File: config.mk
export PLATFORM = sky130hd
export DESIGN_NAME = dac_front
export DESIGN_NICKNAME = d
export VERILOG_FILES = /design/src/rtl/dac_pkg.sv /design/src/rtl/dac_front.sv
export SDC_FILE = /design/constraint.sdc
export NUM_CORES = 1
export LEC_CHECK = 0
export ABC_AREA = 1
export BUFFER_PORTS_ARGS = -buffer_cell sky130_fd_sc_hd__buf_4
export CAP_MARGIN = 30
export CORE_AREA = 2 2 39 41
export DETAILED_ROUTE_END_ITERATION = 10
export DIE_AREA = 0 0 41 43
export GPL_ROUTABILITY_DRIVEN = 0
export SETUP_SLACK_MARGIN = 0.5
export SYNTH_ARGS = -nofsm -noshare
export SYNTH_HDL_FRONTEND = slang
export SYNTH_SLANG_ARGS = --single-unit
export TNS_END_PERCENT = 20
File: constraint.sdc
create_clock -name vclk -period 0.8
set_input_delay 0.08 -clock vclk [all_inputs]
set_output_delay 0.08 -clock vclk [all_outputs]
set_load 0.05 [all_outputs]
File: src/rtl/dac_pkg.sv
package dac_pkg;
  localparam int ASI_W = 8;
  localparam int FSR_W = 17;

  typedef enum logic [2:0] {
    FLT_NONE      = 3'd0,
    FLT_PRIV_ACT  = 3'd1,
    FLT_DATA_EXC  = 3'd2,
    FLT_MISALIGN  = 3'd3,
    FLT_MISS      = 3'd4,
    FLT_REAL_MISS = 3'd5,
    FLT_PROT      = 3'd6
  } fault_e;

  typedef enum logic [2:0] {
    FT_NONE      = 3'd0,
    FT_ILL_ASI   = 3'd1,
    FT_OTHER     = 3'd2,
    FT_VA_RANGE  = 3'd3,
    FT_NFO_LOAD  = 3'd4,
    FT_PRIV_VIOL = 3'd5
  } ftype_e;

  typedef enum logic [1:0] {
    CT_PRI = 2'd0,
    CT_SEC = 2'd1,
    CT_NUC = 2'd2
  } ctype_e;

  localparam logic [2:0] CLS_PRIV  = 3'd0;
  localparam logic [2:0] CLS_USER  = 3'd1;
  localparam logic [2:0] CLS_HYP   = 3'd2;
  localparam logic [2:0] CLS_BLOCK = 3'd3;

  typedef struct packed {
    logic [ASI_W-1:0] asi;
    ftype_e           ft;
    logic             side;
    ctype_e           ct;
    logic             wr;
    logic             ovw;
    logic             vld;
  } fsr_t;
endpackage

File: src/rtl/dac_front.sv
module dac_front
  import dac_pkg::*;
#(
  parameter int VA_W     = 64,
  parameter int HOLE_BIT = 47
) (
  input  logic                   implicit_i,
  input  logic [2:0]             cls_i,
  input  logic                   priv_i,
  input  logic                   hyper_i,
  input  logic [5:0]             va_lo_i,
  input  logic [VA_W-1:HOLE_BIT] va_hi_i,
  output fault_e                 code_o,
  output ftype_e                 ft_o,
  output logic                   nuc_o,
  output logic                   unsup_o
);
  logic explicit_chk, blk, misal, hole;

  always_comb begin
    explicit_chk = !implicit_i && !hyper_i;
    blk          = !implicit_i && (cls_i == CLS_BLOCK);
    misal        = blk ? (|va_lo_i) : (|va_lo_i[2:0]);
    hole         = !((&va_hi_i) || !(|va_hi_i));

    code_o  = FLT_NONE;
    ft_o    = FT_NONE;
    nuc_o   = 1'b0;
    unsup_o = 1'b0;
    if (explicit_chk && !priv_i && cls_i != CLS_USER) begin
      code_o = FLT_PRIV_ACT;
      ft_o   = FT_ILL_ASI;
      nuc_o  = 1'b1;
    end else if (explicit_chk && priv_i && cls_i == CLS_HYP) begin
      code_o = FLT_DATA_EXC;
      ft_o   = FT_ILL_ASI;
      nuc_o  = 1'b1;
    end else if (misal) begin
      code_o = FLT_MISALIGN;
      ft_o   = FT_OTHER;
    end else if (hole) begin
      code_o = FLT_DATA_EXC;
      ft_o   = FT_VA_RANGE;
    end else begin
      unsup_o = !implicit_i && cls_i[2];
    end
  end
endmodule

== Word level (Yosys, flattened, before mapping) ==
Index checks and enable logic that the tools add are counted.

* Bits in latches: 0
* ROM bits: 0
* Memories: 0
* Bits in registers: 0
* Bits of input ports: 29
* Output and inout bits: 8
* RAM bits: 0

* Shift-type cells: 0
* Order comparisons: 0
* Muxes and demuxes: 15
* Reduce and logical (&&, ||, !) cells: 16
* Bitwise gates (word level): 0
* Equality and inequality tests: 3
* Div/mod/pow operators: 0
* Multipliers: 0
* Add/subtract/negate cells: 0

{| class="wikitable"
|+ Operators with widths
! kind !! count
|-
| AND reduction 17 bit || 1
|-
| OR reduction 17 bit || 1
|-
| 2-to-1 mux 2 bit || 8
|-
| logical AND 1 bit || 7
|-
| 2-to-1 mux 1 bit || 7
|-
| equality test 3 x 2 -> 1 bit, second input constant || 2
|-
| OR reduction 6 bit || 1
|-
| logical NOT 1 bit || 4
|-
| inequality test 3 x 1 -> 1 bit, second input constant || 1
|-
| OR reduction 3 bit || 1
|-
| logical OR 1 bit || 1
|}

== Depth between registers and ports, before layout ==
Gate-level depths: netlist of run 1.

* Depth after elaboration: 7
* Gate-level depth with buffers: 9
* Mapped depth without buffers: 9

== Worst setup path after synthesis of run 1 ==
OpenSTA, ideal clock, no wires.

* Path kind: input to output
* Start point: input port cls_i[2]
* End point: output port ft_o[1]
* Cell stages on the path: 7
* Slack: -0.626 ns
* Arrival: 1.346 ns
* Data required time: 0.720 ns
* Cells stage by stage: inv_2 -> nand2_1 -> nor3_1 -> and2_4 -> nor2_2 -> inv_2 -> a21oi_1

* Cells in the longest elaborated chain, start to end: 6

{| class="wikitable"
|+ Ends and longest elaborated chain
! what !! line !! source
|-
| start: declaration || dac_front.sv:8 || <nowiki>input logic [2:0] cls_i,</nowiki>
|-
| equality test 3 x 2 -> 1 bit || dac_front.sv:22 || <nowiki>blk = !implicit_i && (cls_i == CLS_BLOCK);</nowiki>
|-
| logical AND 1 bit || dac_front.sv:22 ||
|-
| 2-to-1 mux 1 bit || dac_front.sv:23 || <nowiki>misal = blk ? (|va_lo_i) : (|va_lo_i[2:0]);</nowiki>
|-
| 2-to-1 mux 2 bit || dac_front.sv:38 || <nowiki>end else if (misal) begin</nowiki>
|-
| 2-to-1 mux 2 bit || dac_front.sv:34 || <nowiki>end else if (explicit_chk && priv_i && cls_i == CLS_HYP) begin</nowiki>
|-
| 2-to-1 mux 2 bit (*) || dac_front.sv:30 || <nowiki>if (explicit_chk && !priv_i && cls_i != CLS_USER) begin</nowiki>
|-
| end: declaration || dac_front.sv:14 || <nowiki>output ftype_e ft_o,</nowiki>
|}

Every way passes the cells marked *; elsewhere a longest branch is shown, timed or not.

== Worst setup path after layout of run 1 ==
* Start point: input port va_hi_i[48] (netlist bit)
* End point: output port unsup_o

* Cells in the longest elaborated chain, start to end: 7

{| class="wikitable"
|+ Ends and longest elaborated chain
! what !! line !! source
|-
| start: declaration || dac_front.sv:12 || <nowiki>input logic [VA_W-1:HOLE_BIT] va_hi_i,</nowiki>
|-
| OR reduction 17 bit || dac_front.sv:24 || <nowiki>hole = !((&va_hi_i) || !(|va_hi_i));</nowiki>
|-
| logical NOT 1 bit || dac_front.sv:24 ||
|-
| logical OR 1 bit (*) || dac_front.sv:24 ||
|-
| 2-to-1 mux 1 bit (*) || dac_front.sv:41 || <nowiki>end else if (hole) begin</nowiki>
|-
| 2-to-1 mux 1 bit (*) || dac_front.sv:38 ||
|-
| 2-to-1 mux 1 bit (*) || dac_front.sv:34 ||
|-
| 2-to-1 mux 1 bit (*) || dac_front.sv:30 ||
|-
| end: declaration || dac_front.sv:16 || <nowiki>output logic unsup_o</nowiki>
|}

Marked as above.

==> report_table.html, run 1 <==
<table>
<tr><th>Metric</th><th>Value</th></tr>
<tr><th colspan="2">Worst hold path</th></tr>
<tr><td>Hold/Removal Path Class</td><td>in -&gt; out</td></tr>
<tr><th colspan="2">Floorplan</th></tr>
<tr><td>Boundary Pins</td><td>37</td></tr>
<tr><td>Die boundary height</td><td>43 um</td></tr>
<tr><td>Floorplan die width</td><td>41 um</td></tr>
<tr><td>Placement row count</td><td>14</td></tr>
<tr><td>Die Area</td><td>1760 um2</td></tr>
<tr><td>Initial Util</td><td>20.3%</td></tr>
<tr><td>Standard cell core area</td><td>1380 um2</td></tr>
<tr><th colspan="2">Run status</th></tr>
<tr><td>Violated checks</td><td>setup timing</td></tr>
<tr><td>Result of the run</td><td>finished, violations left</td></tr>
<tr><th colspan="2">Synthesis</th></tr>
<tr><td>Synthesized instance count</td><td>58</td></tr>
<tr><td>Distinct cell type count after synthesis</td><td>19</td></tr>
<tr><td>YS warnings</td><td>0</td></tr>
<tr><td>Synthesized area</td><td>282 um2</td></tr>
<tr><td>Mean instance size in the synthesized netlist</td><td>4.85 um2</td></tr>
<tr><td>Register area share after synthesis</td><td>0%</td></tr>
<tr><th colspan="2">Layout</th></tr>
<tr><td>Area grow syn2layout</td><td>141%</td></tr>
<tr><td>Number of clock buffer instances in the layout</td><td>0</td></tr>
<tr><td>Area occupied by registers</td><td>0 um2</td></tr>
<tr><td>FF+latch count</td><td>0</td></tr>
<tr><td>Post-Route Utilization</td><td>49.0%</td></tr>
<tr><td>Most frequent standard cell in the layout excluding fill and tap cells</td><td>sky130_fd_sc_hd__buf_4</td></tr>
<tr><td>Number of diodes added for antenna fixing</td><td>0</td></tr>
<tr><td># fillers</td><td>146</td></tr>
<tr><td>Final standard cell area without fillers</td><td>678 um2</td></tr>
<tr><td>Commonest cells after routing, fill and taps aside</td><td>33 x sky130_fd_sc_hd__buf_4, 12 x sky130_fd_sc_hd__nand2_1, 10 x sky130_fd_sc_hd__nor2_1, 7 x sky130_fd_sc_hd__buf_6, 5 x sky130_fd_sc_hd__inv_2</td></tr>
<tr><td>Nets</td><td>129</td></tr>
<tr><td>Multi-input gate area in the final layout</td><td>287 um2</td></tr>
<tr><td>Share of post-route cells with drive strength above 1</td><td>63.3%</td></tr>
<tr><th colspan="2">Timing</th></tr>
<tr><td>Final-layout setup total negative slack</td><td>-1.67 ns</td></tr>
<tr><td>Final setup viols</td><td>6</td></tr>
<tr><td>Final slew viol count</td><td>0</td></tr>
<tr><td>Final cycle utilization of the critical path</td><td>141%</td></tr>
<tr><td>Final Critical Period</td><td>1.13 ns</td></tr>
<tr><td>Final hold slack</td><td>0.574 ns</td></tr>
<tr><td>Final hold violations</td><td>0</td></tr>
<tr><td>Unrepaired setup endpoints after global routing</td><td>yes</td></tr>
<tr><td>Max Clock Freq</td><td>885 MHz</td></tr>
<tr><td>Final worst slack</td><td>-0.330 ns</td></tr>
<tr><th colspan="2">Routing</th></tr>
<tr><td>Number of design-rule violations left by the first detailed-router iteration</td><td>3</td></tr>
<tr><td>Detailed Routing Iterations Pass 1</td><td>2</td></tr>
<tr><td>Routed wire length</td><td>917 um</td></tr>
<tr><td>Routed via count</td><td>487</td></tr>
<tr><td>ANT nets after route</td><td>0</td></tr>
<tr><td>Remaining routing DRC violations</td><td>0</td></tr>
<tr><td>WL/cell</td><td>8.04 um</td></tr>
<tr><td>Via-to-Cell Ratio</td><td>4.27</td></tr>
<tr><th colspan="2">Clock tree</th></tr>
<tr><td>Cts-stage hold buffer count</td><td>0</td></tr>
<tr><th colspan="2">Worst setup path</th></tr>
<tr><td>Slowest cell on crit path</td><td>sky130_fd_sc_hd__or2_1</td></tr>
<tr><td>Highest net fanout along the worst path</td><td>2</td></tr>
<tr><td>Arrival @ worst endpoint</td><td>1.05 ns</td></tr>
<tr><td>Critical Path Most Common Cell</td><td>sky130_fd_sc_hd__buf_6</td></tr>
<tr><td>Critical path endpoint category</td><td>output pin</td></tr>
<tr><td>Critical path start-end classification</td><td>in -&gt; out</td></tr>
<tr><td>Total buffers and inverters traversed by the critical path</td><td>2</td></tr>
<tr><td>CP cell instances</td><td>buf_6 &gt; or2_1 &gt; nor2_1 &gt; nand3_1 &gt; nand2_2 &gt; nand3_4 &gt; nor2_4 &gt; buf_6</td></tr>
<tr><td>Critical path startpoint category</td><td>input port</td></tr>
<tr><td>Crit path required time</td><td>0.72 ns</td></tr>
<tr><td>Cell family with most CP delay</td><td>simple AND/OR/NAND/NOR gates</td></tr>
<tr><td>Largest stage delay, worst path</td><td>0.22 ns</td></tr>
<tr><th colspan="2">Place</th></tr>
<tr><td>Instance area at placement</td><td>611 um2</td></tr>
<tr><td>HPWL after detailed placement</td><td>830 um</td></tr>
<tr><td>Number of buffer cells added on primary ports</td><td>35</td></tr>
<tr><th colspan="2">Power</th></tr>
<tr><td>Worst ir drop on vdd</td><td>0.164 mV</td></tr>
<tr><td>Ratio of total power to cell area</td><td>465 nW/um2</td></tr>
<tr><td>Total power</td><td>0.000315 W</td></tr>
<tr><td>Leakage</td><td>0.332 nW</td></tr>
<tr><th colspan="2">Global route</th></tr>
<tr><td>Overall track demand over capacity in global routing</td><td>10.9%</td></tr>
<tr><td>Remaining Overflow, GRT</td><td>0</td></tr>
<tr><td>Maximum number of pins on one net before global-route repair</td><td>5</td></tr>
<tr><td>Number of global-route vias before repair</td><td>432</td></tr>
<tr><td>Initial antenna violation count</td><td>0</td></tr>
<tr><td>Wire length of the first global-routing pass</td><td>1.48 mm</td></tr>
<tr><th colspan="2">Run</th></tr>
<tr><td>Max-capacitance violation count</td><td>0</td></tr>
</table>
tightest hold or removal path, delay by kind of cell:
kind / cells / cell delay [ns]
buf+inv: 2 / 0.25
simple gates: 2 / 0.16
area by class of cell:
type                       instances  area share [%]
timing repair buffer              41            50.4
tap                               16            2.95
inverter                           8            4.43
multi-input combinational         49            42.3
per-layer routing:
metal,global-route usage (%),vias up,wire [um]
met4,0,0,0
li1,-,259,-
met2,19.4,19,465
met5,0,-,0
met1,14.6,209,356
met3,0.524,0,95
stage by stage:
stage | setup WS [ns] | cells
global placement | -0.364 | 113
floorplan | -0.242 | 59
CTS | -0.322 | 114
global route | -0.399 | 114
finish | -0.330 | 114
detailed placement | -0.389 | 113
where the power goes:
group | internal, W | switching (W)
sequential | 0 | 0
combinational | 0.000159 | 0.000156
clock | 0 | 0
total | 0.000159 | 0.000156
Yosys cell counts (2+ instances only):
cell type	n	area (um2)
sky130_fd_sc_hd__nand2_1	14	52.6
sky130_fd_sc_hd__nor2_1	13	48.8
sky130_fd_sc_hd__inv_1	4	15.0
sky130_fd_sc_hd__inv_2	4	15.0
sky130_fd_sc_hd__nand3_1	4	20.0
sky130_fd_sc_hd__buf_4	2	15.0
sky130_fd_sc_hd__nand4_1	2	12.5
sky130_fd_sc_hd__nor2_2	2	12.5
sky130_fd_sc_hd__nor3_1	2	10.0
sky130_fd_sc_hd__nor3_2	2	20.0
cells by family after synthesis:
group / after synthesis / share of synthesized area [%]
other: 1 / 1.33
AOI/OAI and AO/OA: 4 / 8.89
and+or+nand+nor: 43 / 73.8
buffers and inverters: 10 / 16.0
final timing paths:
kind / startpoint / end / slack (ns) / cells past startpoint
max: va_hi_i[48] / unsup_o / -0.33 / 8
min: cls_i[2] / unsup_o / 0.57 / 4
what timing repair did:
item,CTS,global route
buffers inserted,1,0
cloned,0,0
setup endpoints to repair,6,6
gates resized for setup,12,5
pin swaps,5,6
No activity file was read; power rests on OpenSTA's default activity.
==> inputs of run 2 (changes only) <==
--- a/config.mk
+++ b/config.mk
@@ -12,6 +12,8 @@
 export DETAILED_ROUTE_END_ITERATION = 10
 export DIE_AREA = 0 0 41 43
 export GPL_ROUTABILITY_DRIVEN = 0
+export MAX_ROUTING_LAYER = met4
+export PLACE_DENSITY = 0.63
 export SETUP_SLACK_MARGIN = 0.5
 export SYNTH_ARGS = -nofsm -noshare
 export SYNTH_HDL_FRONTEND = slang
==> run 2 against run 1 <==
The run still ends with setup timing left. Via count fell by 4.5%. Die area unchanged. Sequential share of layout area stayed put. Global-route usage rose by 0.47 points. Setup slack improved by 0.028 ns. Fmax is 2.6% higher. Critical path depth is 1 higher. Combinational power shrank 2%. Wire length decreased by 1.7%. Non-clock buffer count down 4. Cell count shrank 3.5%. Design area fell by 3.1%. Largest cell class unchanged.
==> report_table.html, run 2 (synthesized netlist as in run 1, its figures left out) <==
<table>
<tr><th>Metric</th><th>Value</th></tr>
<tr><th colspan="2">Layout</th></tr>
<tr><td>Nets</td><td>125 (-3.1%)</td></tr>
<tr><td># fillers</td><td>152 (+4.1%)</td></tr>
<tr><td>Number of clock buffer instances in the layout</td><td>0 (unchanged)</td></tr>
<tr><td>FF+latch count</td><td>0 (unchanged)</td></tr>
<tr><td>Number of diodes added for antenna fixing</td><td>0 (unchanged)</td></tr>
<tr><td>Share of post-route cells with drive strength above 1</td><td>57.4% (-5.8 points)</td></tr>
<tr><td>Commonest cells after routing, fill and taps aside</td><td>27 x sky130_fd_sc_hd__buf_4, 14 x sky130_fd_sc_hd__nand2_1, 12 x sky130_fd_sc_hd__nor2_1, 9 x sky130_fd_sc_hd__buf_6</td></tr>
<tr><td>Multi-input gate area in the final layout</td><td>288 um2 (+0.44%)</td></tr>
<tr><td>Area occupied by registers</td><td>0 um2 (unchanged)</td></tr>
<tr><td>Area grow syn2layout</td><td>133%</td></tr>
<tr><td>Most frequent standard cell in the layout excluding fill and tap cells</td><td>sky130_fd_sc_hd__buf_4</td></tr>
<tr><th colspan="2">Global route</th></tr>
<tr><td>Overall track demand over capacity in global routing</td><td>11.4% (+0.47 points)</td></tr>
<tr><td>Initial antenna violation count</td><td>0 (unchanged)</td></tr>
<tr><td>Wire length of the first global-routing pass</td><td>1.48 mm (+0.47%)</td></tr>
<tr><td>Maximum number of pins on one net before global-route repair</td><td>5 (unchanged)</td></tr>
<tr><td>Number of global-route vias before repair</td><td>400 (-7.4%)</td></tr>
<tr><td>Remaining Overflow, GRT</td><td>0 (unchanged)</td></tr>
<tr><th colspan="2">Routing</th></tr>
<tr><td>ANT nets after route</td><td>0 (unchanged)</td></tr>
<tr><td>Remaining routing DRC violations</td><td>0 (unchanged)</td></tr>
<tr><td>Routed wire length</td><td>901 um (-1.7%)</td></tr>
<tr><td>Number of design-rule violations left by the first detailed-router iteration</td><td>6 (+3)</td></tr>
<tr><td>Detailed Routing Iterations Pass 1</td><td>4 (+2)</td></tr>
<tr><td>Routed via count</td><td>465 (-4.5%)</td></tr>
<tr><td>WL/cell</td><td>8.19 um (+1.8%)</td></tr>
<tr><td>Via-to-Cell Ratio</td><td>4.23 (-1.0%)</td></tr>
<tr><th colspan="2">Place</th></tr>
<tr><td>Number of buffer cells added on primary ports</td><td>35 (unchanged)</td></tr>
<tr><td>HPWL after detailed placement</td><td>802 um (-3.3%)</td></tr>
<tr><td>Pre-CTS WS</td><td>-0.383 ns (+0.00577 ns)</td></tr>
<tr><th colspan="2">Power</th></tr>
<tr><td>Ratio of total power to cell area</td><td>469 nW/um2 (+0.94%)</td></tr>
<tr><td>Total power</td><td>0.000308 W (-2.2%)</td></tr>
<tr><td>Worst ir drop on vdd</td><td>0.155 mV (-5.0%)</td></tr>
<tr><td>Leakage</td><td>0.318 nW (-4.0%)</td></tr>
<tr><th colspan="2">Clock tree</th></tr>
<tr><td>Setup bufs post-CTS</td><td>0 (-1)</td></tr>
<tr><td>Cts-stage hold buffer count</td><td>0 (unchanged)</td></tr>
<tr><th colspan="2">Run status</th></tr>
<tr><td>Result of the run</td><td>finished, violations left</td></tr>
<tr><td>Violated checks</td><td>setup timing</td></tr>
<tr><th colspan="2">Worst setup path</th></tr>
<tr><td>Largest stage delay, worst path</td><td>0.21 ns (about the same)</td></tr>
<tr><td>Critical Path Most Common Cell</td><td>sky130_fd_sc_hd__buf_6</td></tr>
<tr><td>Arrival @ worst endpoint</td><td>1.02 ns (-0.03 ns)</td></tr>
<tr><td>Worst setup path startpoint</td><td>va_hi_i[47]</td></tr>
<tr><td>Crit path required time</td><td>0.72 ns (about the same)</td></tr>
<tr><td>Critical path startpoint category</td><td>input port</td></tr>
<tr><td>Critical path endpoint category</td><td>output pin</td></tr>
<tr><td>CP cell instances</td><td>buf_6 &gt; or2_1 &gt; nor2_1 &gt; nand3_1 &gt; nand2_2 &gt; nand3_4 &gt; nand2_1 &gt; inv_1 &gt; buf_6</td></tr>
<tr><td>Highest net fanout along the worst path</td><td>2 (unchanged)</td></tr>
<tr><td>Endpoint of the most critical setup path</td><td>code_o[1]</td></tr>
<tr><td>Critical path start-end classification</td><td>in -&gt; out</td></tr>
<tr><td>Slowest cell on crit path</td><td>sky130_fd_sc_hd__or2_1</td></tr>
<tr><th colspan="2">Floorplan</th></tr>
<tr><td>Floorplan die width</td><td>41 um (unchanged)</td></tr>
<tr><td>Die Area</td><td>1760 um2 (unchanged)</td></tr>
<tr><td>Standard cell core area</td><td>1380 um2 (unchanged)</td></tr>
<tr><td>Die boundary height</td><td>43 um (unchanged)</td></tr>
<tr><td>Initial Util</td><td>20.3% (unchanged)</td></tr>
<tr><td>Placement row count</td><td>14 (unchanged)</td></tr>
<tr><td>Boundary Pins</td><td>37 (unchanged)</td></tr>
<tr><th colspan="2">Timing</th></tr>
<tr><td>Final hold slack</td><td>0.575 ns (+0.00119 ns)</td></tr>
<tr><td>Final slew viol count</td><td>0 (unchanged)</td></tr>
<tr><td>Final worst slack</td><td>-0.302 ns (+0.0283 ns)</td></tr>
<tr><td>Final hold violations</td><td>0 (unchanged)</td></tr>
<tr><td>Max Clock Freq</td><td>907 MHz (+2.6%)</td></tr>
<tr><td>Final setup viols</td><td>6 (unchanged)</td></tr>
<tr><td>Unrepaired setup endpoints after global routing</td><td>yes</td></tr>
<tr><td>Final cycle utilization of the critical path</td><td>138% (-3.5 points)</td></tr>
<tr><td>Final Critical Period</td><td>1.10 ns (-0.0283 ns)</td></tr>
<tr><th colspan="2">Worst hold path</th></tr>
<tr><td>Hold/Removal Path Class</td><td>in -&gt; out</td></tr>
<tr><th colspan="2">Run</th></tr>
<tr><td>Max-capacitance violation count</td><td>0 (unchanged)</td></tr>
</table>
==> run 2: report_power, final <==
part           switching (W)  leakage (nW)  total (W)  internal [W]
logic               0.000154         0.318   0.000308      0.000154
clock network              0             0          0             0
registers                  0             0          0             0
==> run 2: metal layers <==
layer | vias to the layer above | track usage, % | wire length (um) | part of all wire (%)
met3 | 0 | 0 | 93 | 10
met4 | 0 | 0 | 0 | 0
met5 | - | - | 0 | 0
met2 | 21 | 19.7 | 452 | 50
li1 | 251 | - | - | -
met1 | 193 | 15.2 | 354 | 39
==> run 2: through the flow <==
stage	utilization, %	TNS (ns)	std cells	instance area [um2]
3_5_place_dp	42.5	-1.90	110	588
5_1_grt	47.5	-1.85	110	657
6_report	47.5	-1.46	110	657
2_1_floorplan	-	-1.02	59	305
4_1_cts	46.1	-1.48	110	638
3_3_place_gp	42.5	-1.88	110	588
==> run 2: worst min path at each step <==
stage               to  slack, ns  depth (start not counted)     start
3_5_place_dp   unsup_o       0.61                          4  cls_i[2]
5_1_grt        unsup_o       0.59                          4  cls_i[2]
3_3_place_gp   unsup_o       0.62                          4  cls_i[2]
2_1_floorplan  unsup_o       0.35                          2  cls_i[2]
4_1_cts        unsup_o       0.58                          4  cls_i[2]
6_report       unsup_o       0.57                          4  cls_i[2]
==> run 2: cell type report <==
type	instances	share of cell area, %
Timing Repair Buffer	37	48.6
Multi-Input combinational cell	49	43.8
Inverter	8	4.57
Tap cell	16	3.05
==> run 2: what timing repair did <==
item | in CTS | in global routing
gates resized for setup | 13 | 3
pin swaps | 10 | 3
endpoints found under the setup margin | 6 | 6
==> run 2: worst max-delay path: cells and delay by family <==
kind,cells,cell delay (ns)
simple gates,6,0.67
buf+inv,3,0.27
